$ cat config.mk
export PLATFORM = sky130hd
export DESIGN_NAME = pll_cand_enum
export DESIGN_NICKNAME = d
export VERILOG_FILES = /design/src/rtl/pll_enum_pkg.sv /design/src/rtl/pll_div_restoring.sv /design/src/rtl/pll_walk_init.sv /design/src/rtl/pll_band_enc.sv /design/src/rtl/pll_cand_enum.sv
export SDC_FILE = /design/constraint.sdc
export NUM_CORES = 2
export LEC_CHECK = 0
export BUFFER_PORTS_ARGS = -buffer_cell sky130_fd_sc_hd__buf_4
export CAP_MARGIN = 20
export CORE_AREA = 2 2 351 249
export CTS_BUF_LIST = sky130_fd_sc_hd__clkbuf_4
export CTS_CLUSTER_SIZE = 28
export DETAILED_ROUTE_END_ITERATION = 12
export DIE_AREA = 0 0 353 251
export PLACE_DENSITY_LB_ADDON = 0.15
export SYNTH_ARGS = -nofsm -noshare
export SYNTH_HDL_FRONTEND = slang
export SYNTH_SLANG_ARGS = --single-unit
$ cat constraint.sdc
create_clock -name clk -period 18 [get_ports clk]
set_input_delay 1.8 -clock clk [delete_from_list [all_inputs] [get_ports clk]]
set_output_delay 1.8 -clock clk [all_outputs]
set_load 0.02 [all_outputs]
$ cat src/rtl/pll_enum_pkg.sv
package pll_enum_pkg;

    typedef enum logic [2:0] {
        S_IDLE,
        S_SETUP,
        S_STEP,
        S_DIV_GO,
        S_DIV_WAIT,
        S_EMIT,
        S_FINAL
    } walk_state_e;

    localparam logic [31:0] END_WORD   = 32'h01FF_FFFF;
    localparam logic [7:0]  P_BYPASS   = 8'h40;
    localparam logic [7:0]  P_KEEPMASK = 8'h43;
    localparam logic [7:0]  M_UNSET    = 8'hFF;

endpackage

$ cat src/rtl/pll_div_restoring.sv
module pll_div_restoring #(
    parameter int DW = 37
) (
    input  logic          clk,
    input  logic          rst_n,
    input  logic          go,
    input  logic [DW-1:0] dividend,
    input  logic [DW-1:0] divisor,
    output logic          busy,
    output logic          done,
    output logic [DW-1:0] quotient
);
    localparam int CW = $clog2(DW + 1);

    logic [DW-1:0] quo_r;
    logic [DW-1:0] rem_r;
    logic [DW-1:0] dsr_r;
    logic [CW-1:0] cnt_r;
    logic [DW:0]   shifted;
    logic [DW:0]   diff;
    logic          ge;

    always_comb begin
        shifted = {rem_r, quo_r[DW-1]};
        diff    = shifted - {1'b0, dsr_r};
        ge      = (shifted >= {1'b0, dsr_r});
    end

    always_ff @(posedge clk) begin
        if (!rst_n) begin
            quo_r <= '0;
            rem_r <= '0;
            dsr_r <= '0;
            cnt_r <= '0;
            busy  <= 1'b0;
            done  <= 1'b0;
        end else begin
            done <= 1'b0;
            if (go) begin
                quo_r <= dividend;
                rem_r <= '0;
                dsr_r <= divisor;
                cnt_r <= CW'(DW);
                busy  <= 1'b1;
            end else if (busy) begin
                quo_r <= {quo_r[DW-2:0], ge};
                rem_r <= ge ? diff[DW-1:0] : shifted[DW-1:0];
                cnt_r <= cnt_r - CW'(1);
                if (cnt_r == CW'(1)) begin
                    busy <= 1'b0;
                    done <= 1'b1;
                end
            end
        end
    end

    assign quotient = quo_r;

    // the finish pulse never overlaps an active division
    a_r10_done_not_busy: assert property (@(posedge clk) disable iff (!rst_n)
        done |-> !busy);

    // a running division always has bits left to produce
    a_r10_busy_has_count: assert property (@(posedge clk) disable iff (!rst_n)
        busy |-> (cnt_r != '0));

endmodule

$ cat src/rtl/pll_walk_init.sv
module pll_walk_init #(
    parameter int FREQ_W = 32
) (
    input  logic [FREQ_W-1:0] tgt,
    input  logic [FREQ_W-1:0] vmin,
    input  logic [FREQ_W-1:0] vmax,
    output logic [7:0]        p_init,
    output logic [FREQ_W-1:0] vco_init
);
    import pll_enum_pkg::*;

    localparam int WW = FREQ_W + 4;

    logic [WW-1:0] wide_vco;
    logic [1:0]    code;

    always_comb begin
        wide_vco = '0;
        code     = 2'd3;
        p_init   = '0;
        vco_init = '0;
        if (tgt > (vmax >> 1)) begin
            p_init   = P_BYPASS;
            vco_init = (tgt > vmax) ? vmax : tgt;
        end else begin
            wide_vco = WW'(tgt) << 4;
            for (int i = 0; i < 3; i++) begin
                if ((code != 2'd0) && (wide_vco > WW'(vmax))) begin
                    code     = code - 2'd1;
                    wide_vco = wide_vco >> 1;
                end
            end
            if (wide_vco < WW'(vmin)) begin
                wide_vco = WW'(vmin);
            end
            p_init   = {6'd0, code};
            vco_init = wide_vco[FREQ_W-1:0];
        end
    end

endmodule

$ cat src/rtl/pll_band_enc.sv
module pll_band_enc #(
    parameter int FREQ_W   = 32,
    parameter int BAND_T0  = 550000,
    parameter int BAND_T1  = 700000,
    parameter int BAND_T2  = 1000000,
    parameter int BAND_T3  = 1150000
) (
    input  logic [FREQ_W-1:0] vco,
    output logic [7:0]        band_bits
);
    localparam int NB = 4;
    localparam logic [FREQ_W-1:0] LIMITS [NB] = '{
        FREQ_W'(BAND_T0), FREQ_W'(BAND_T1), FREQ_W'(BAND_T2), FREQ_W'(BAND_T3)
    };

    logic [2:0] level;

    always_comb begin
        level = 3'(NB);
        for (int i = NB - 1; i >= 0; i--) begin
            if (vco < LIMITS[i]) begin
                level = 3'(i);
            end
        end
        band_bits = {2'b00, level, 3'b000};
    end

endmodule

$ cat src/rtl/pll_cand_enum.sv
module pll_cand_enum #(
    parameter int FREQ_W  = 32,
    parameter int M_START = 9,
    parameter int N_MIN   = 3,
    parameter int N_MAX   = 122
) (
    input  logic              clk,
    input  logic              rst_n,
    input  logic              start,
    input  logic [FREQ_W-1:0] tgt_khz,
    input  logic [FREQ_W-1:0] vco_min_khz,
    input  logic [FREQ_W-1:0] vco_max_khz,
    input  logic [FREQ_W-1:0] ref_khz,
    output logic              cand_valid,
    input  logic              cand_ready,
    output logic [31:0]       cand_word
);
    import pll_enum_pkg::*;

    localparam int DW = FREQ_W + $clog2(M_START + 2) + 1;
    localparam logic [DW-1:0] Q_LO = DW'(N_MIN + 2);
    localparam logic [DW-1:0] Q_HI = DW'(N_MAX + 2);

    walk_state_e state_r, state_nx;

    logic [FREQ_W-1:0] tgt_r, vmin_r, vmax_r, ref_r;
    logic [FREQ_W-1:0] vco_r;
    logic [7:0]        p_r, m_r, n_r;

    logic [7:0]        init_p;
    logic [FREQ_W-1:0] init_vco;

    logic              at_wrap, step_end;
    logic [7:0]        adv_p, step_p, next_p, band_bits;
    logic [FREQ_W-1:0] halved, step_vco;

    logic              div_go, div_busy, div_done;
    logic [DW-1:0]     div_quo, div_num, div_den;
    logic              n_ok;

    pll_walk_init #(.FREQ_W(FREQ_W)) init_i (
        .tgt      (tgt_r),
        .vmin     (vmin_r),
        .vmax     (vmax_r),
        .p_init   (init_p),
        .vco_init (init_vco)
    );

    pll_band_enc #(.FREQ_W(FREQ_W)) band_i (
        .vco       (step_vco),
        .band_bits (band_bits)
    );

    // Step arithmetic: next post-divider setting and VCO target
    always_comb begin
        at_wrap  = (m_r == 8'd0) || (m_r == M_UNSET);
        halved   = vco_r >> 1;
        adv_p    = (p_r[1:0] != 2'b00) ? (p_r - 8'd1) : P_BYPASS;
        step_end = (m_r == 8'd0) && (p_r[6] || (halved < vmin_r));
        step_vco = (m_r == 8'd0) ? halved : vco_r;
        step_p   = (m_r == 8'd0) ? adv_p : p_r;
        next_p   = (step_p & P_KEEPMASK) | band_bits;
    end

    // Feedback divider operands
    always_comb begin
        div_num = (DW'(vco_r) * (DW'(m_r) + DW'(1))) + DW'(ref_r);
        div_den = DW'(ref_r) << 1;
        n_ok    = (div_quo >= Q_LO) && (div_quo <= Q_HI);
        div_go  = (state_r == S_DIV_GO);
    end

    pll_div_restoring #(.DW(DW)) div_i (
        .clk      (clk),
        .rst_n    (rst_n),
        .go       (div_go),
        .dividend (div_num),
        .divisor  (div_den),
        .busy     (div_busy),
        .done     (div_done),
        .quotient (div_quo)
    );

    // State register
    always_ff @(posedge clk) begin
        if (!rst_n) begin
            state_r <= S_IDLE;
        end else begin
            state_r <= state_nx;
        end
    end

    // Next state
    always_comb begin
        state_nx = state_r;
        if (start) begin
            state_nx = S_SETUP;
        end else begin
            unique case (state_r)
                S_IDLE:     state_nx = S_IDLE;
                S_SETUP:    state_nx = S_STEP;
                S_STEP:     state_nx = (at_wrap && step_end) ? S_FINAL : S_DIV_GO;
                S_DIV_GO:   state_nx = S_DIV_WAIT;
                S_DIV_WAIT: if (div_done) state_nx = n_ok ? S_EMIT : S_STEP;
                S_EMIT:     if (cand_ready) state_nx = S_STEP;
                S_FINAL:    if (cand_ready) state_nx = S_IDLE;
                default:    state_nx = S_IDLE;
            endcase
        end
    end

    // Walk registers
    always_ff @(posedge clk) begin
        if (!rst_n) begin
            tgt_r  <= '0;
            vmin_r <= '0;
            vmax_r <= '0;
            ref_r  <= '0;
            vco_r  <= '0;
            p_r    <= '0;
            m_r    <= M_UNSET;
            n_r    <= '0;
        end else if (start) begin
            tgt_r  <= tgt_khz;
            vmin_r <= vco_min_khz;
            vmax_r <= vco_max_khz;
            ref_r  <= ref_khz;
        end else begin
            unique case (state_r)
                S_SETUP: begin
                    vco_r <= init_vco;
                    p_r   <= init_p;
                    m_r   <= M_UNSET;
                end
                S_STEP: begin
                    if (!at_wrap) begin
                        m_r <= m_r - 8'd1;
                    end else if (!step_end) begin
                        vco_r <= step_vco;
                        p_r   <= next_p;
                        m_r   <= 8'(M_START);
                    end
                end
                S_DIV_WAIT: begin
                    if (div_done) begin
                        n_r <= div_quo[7:0] - 8'd2;
                    end
                end
                default: begin
                end
            endcase
        end
    end

    // Outputs
    always_comb begin
        cand_valid = (state_r == S_EMIT) || (state_r == S_FINAL);
        cand_word  = (state_r == S_FINAL) ? END_WORD : {8'h00, m_r, n_r, p_r};
    end

    // no word is offered while a division is in flight
    a_r10_quiet_while_busy: assert property (@(posedge clk) disable iff (!rst_n)
        div_busy |-> !cand_valid);

    // a stalled word is held unchanged
    a_r10_hold_word: assert property (@(posedge clk) disable iff (!rst_n || start)
        (cand_valid && !cand_ready) |=> (cand_valid && $stable(cand_word)));

    // candidate top byte is zero
    a_r2_top_byte_zero: assert property (@(posedge clk) disable iff (!rst_n)
        (cand_valid && cand_word != END_WORD) |-> (cand_word[31:24] == 8'h00));

    // reference divider never exceeds its starting value
    a_r5_mref_range: assert property (@(posedge clk) disable iff (!rst_n)
        (cand_valid && cand_word != END_WORD) |-> (cand_word[23:16] <= 8'(M_START)));

    // emitted feedback divider is inside the legal window
    a_r8_n_range: assert property (@(posedge clk) disable iff (!rst_n)
        (cand_valid && cand_word != END_WORD) |->
        ((cand_word[15:8] >= 8'(N_MIN)) && (cand_word[15:8] <= 8'(N_MAX))));

    // post-divider byte holds only kept bits plus a legal band code
    a_r7_band_legal: assert property (@(posedge clk) disable iff (!rst_n)
        (cand_valid && cand_word != END_WORD) |->
        (((cand_word[7:0] & 8'h84) == 8'h00) && (cand_word[5:3] <= 3'd4)));

    // accepted terminator leaves the stream idle
    a_r9_idle_after_end: assert property (@(posedge clk) disable iff (!rst_n)
        (state_r == S_FINAL && cand_ready && !start) |=> !cand_valid);

endmodule

==> metrics.txt <==
status=finished clean; Worst Setup End Kind=register; max_cap viols=0; DRC violations left=0; syn_area_per_cell=8.29 um^2; met3 usage=0.0575; post-cts sizing count=0; Final Critical Period=13,560 ps; port buffer count=between 150 and 200; Max VDD drop=between 0.04 and 0.05 mV; DR vias=roughly 27,000; Worst Path Class, Setup=reg2reg; root buffer cell=clkbuf_4; grt met1 use=0.400; Max-slew headroom=0.157; Hold Path Class=reg2reg; GPL Wtd Cong=0.960; R2R Path End=vco_r[17]; Slowest-stage cell, CP=nor4_1; Slew Viols, Final=0; Vias per Instance=5.44; met2 usage=0.312; Worst setup startpoint=tgt_r[31]; post-CTS setup buffer count=0; Initial Utilization=0.357; largest net degree at the start of global routing=79; global route overflow=0; Finished Core Util=0.396; Syn-to-layout area delta=10.9%; drt first pass iters=6; Ports=165; vias in the first global route=25,800; hold-fix buffer count after cts=0; Async SR Flop Fraction=0; R2R Setup Slk=4440 ps; FF-to-FF Start=tgt_r[31]; Post-DP Area=32,700 um^2; Setup-failing EPs final=0; RSZ-0062 raised after global routing=no; WL/cell=21.8 um; HPWL Detailed=83.1 mm; number of flops mapped to enable cells by yosys=0; Post-Route WL=~110 mm; reg2reg path depth=41; share of cells above drive strength 1=0.111; WP data required=18,800 ps; pwr dens=89.2 nW/um^2; clk_skew=127 ps; Most used DFF post-synth=dfxtp_1; Cells after Synth=3,678; critical path arrival=around 14,000 ps; Seq/Total Area, Yosys=0.196; setup tns final=0 ps; final instance area=33,800 um^2; total CTS buffers=88; busiest grt layer=met1; initial antenna violation count=3; fmax=0.0738 GHz; max incr delay on CP=760 ps; LEAKAGE=approximately 16 nW; CP Max Fanout=30; CTS HTree Levels=3; Tot GR Track Use=0.244; Netlist cell types=between 70 and 80; Iteration-0 DRC Markers=2,431; Critical Path Sink=vco_r[17]; clock network latency to the later pin of the worst-skew pair=940 ps; Chip Height=251 um; CTS tree=done; Die X=353 um; fin crit share=0.753; Bufs on Longest Clock Path=3; CORE AREA=roughly 85,000 um^2; Rows=90; Worst Tran Pin Value=1260 ps; TritonCTS Sinks=299; nets@finish=4,444; crit start category=register; first-pass GRT wire length=166 mm; Detail Route Antenna Nets=0; Clock transition at path regs=~60 ps; Syn Std Cell Area=30,500 um^2; CP most frequent cell=o21ai_0; #FFs+latches synth=between 200 and 300; Syn. warnings=0; die area=88,600 um^2; Final Hold Vio Count=0
## Yosys cell counts (19+ instances only)
master    count  area share
a211oi_1     54       0.013
a21o_1       73       0.018
a21oi_1     254       0.042
a221oi_1     25      0.0072
and3_1       19      0.0039
clkbuf_1    181       0.022
dfxtp_1     299        0.20
fa_1        235        0.15
ha_1        311        0.13
inv_1       321       0.040
mux2_2       37       0.014
mux2i_1     204       0.067
nand2_1     421       0.052
nand2b_1     41      0.0084
nand3_1      51      0.0084
nand4_1      47      0.0096
nor2_1      315       0.039
nor2b_1     102       0.021
nor3_1       42      0.0069
nor4_1       23      0.0047
o21a_1       21      0.0052
o21ai_0     172       0.028
o21bai_1     20      0.0049
xnor2_1      58       0.017
xor2_1       32      0.0092
## sequential cells by signal, indices dropped and copies added, names as in the netlist
name            count
div_i.busy          1
div_i.cnt_r         6
div_i.done          1
div_i.dsr_r        32
div_i.quotient     37
div_i.rem_r        37
m_r                 8
n_r                 8
p_r                 6
ref_r              32
state_r             3
tgt_r              32
vco_r              32
vmax_r             32
vmin_r             32
## power breakdown
part / leakage (nW) / internal (W) / total [W] / switching (W)
logic: 12.6 / 0.000607 / 0.00159 / 0.000979
registers: 2.44 / 0.000695 / 0.000767 / 0.0000724
clock network: 0.609 / 0.000324 / 0.000662 / 0.000339
total: 15.7 / 0.00162 / 0.00301 / 0.00139
## metrics by stage
step	setup slack [ps]	std cells	total power [W]	hold slack, ps
after floorplan	8200	3684	0.00186	427
after global placement	5330	4823	0.00233	445
after detailed placement	5020	4823	0.00232	447
after CTS	4950	4961	0.00301	456
after global routing	3580	4966	0.00325	473
final	4440	4968	0.00301	455
## cell usage in the layout (no fill, tap or decap), types with 57 or more instances in the layout
cell,netlist,routed
a21o_1,73,73
a21oi_1,254,254
buf_4,9,210
clkbuf_4,0,115
dfxtp_1,299,298
fa_1,235,235
ha_1,311,311
inv_1,321,320
mux2i_1,204,204
nand2_1,421,420
nor2_1,315,313
nor2b_1,102,102
o21ai_0,172,172
xnor2_1,58,57
## worst min path at each step
stage                    startpoint              end  slack (ps)  depth (start not counted)
global placement    div_i.dsr_r[26]  div_i.dsr_r[26]         440                          2
finish              div_i.dsr_r[31]  div_i.dsr_r[31]         450                          2
detailed placement        vco_r[18]        vco_r[18]         450                          2
global route         div_i.dsr_r[4]   div_i.dsr_r[4]         470                          2
floorplan                    p_r[4]           p_r[4]         430                          2
CTS                 div_i.dsr_r[22]  div_i.dsr_r[22]         460                          2
## layer usage
metal | part of all wire | vias to the layer above
li1 | - | 12900
met1 | 0.53 | 13200
met2 | 0.37 | 867
met3 | 0.081 | 104
met4 | 0.016 | 0
met5 | 0 | -
## final cells by class
cell class / instances / area, um^2
Fill cell: 8911 / 51600
Tap cell: 1150 / 1440
Antenna cell: 4 / 10.0
Sequential cell: 299 / 5990
Timing Repair Buffer: 214 / 1640
Inverter: 323 / 1220
Multi-Input combinational cell: 2840 / 22500
Clock inverter: 23 / 161
Clock buffer: 115 / 863
## critical path, delay by kind of cell (launching register included)
| family | cells | cell delay [ps] |
|---|---|---|
| mux | 1 | 310 |
| compound gates | 20 | 5390 |
| flops | 1 | 480 |
| fa+ha+maj | 3 | 920 |
| simple gates | 10 | 3820 |
| buf+inv | 7 | 2440 |
## logic make-up after synthesis
| group | Yosys count | share of synthesized area |
|---|---|---|
| AOI/OAI and AO/OA | 828 | 0.176 |
| muxes | 241 | 0.0807 |
| other | 1 | 0.000123 |
| and+or+nand+nor | 1128 | 0.169 |
| DFF | 299 | 0.196 |
| xor gates and xnor gates | 90 | 0.0259 |
| buffers and inverters | 545 | 0.0694 |
| adders and majority gates | 546 | 0.282 |
Power figures use the tool's default switching activity.
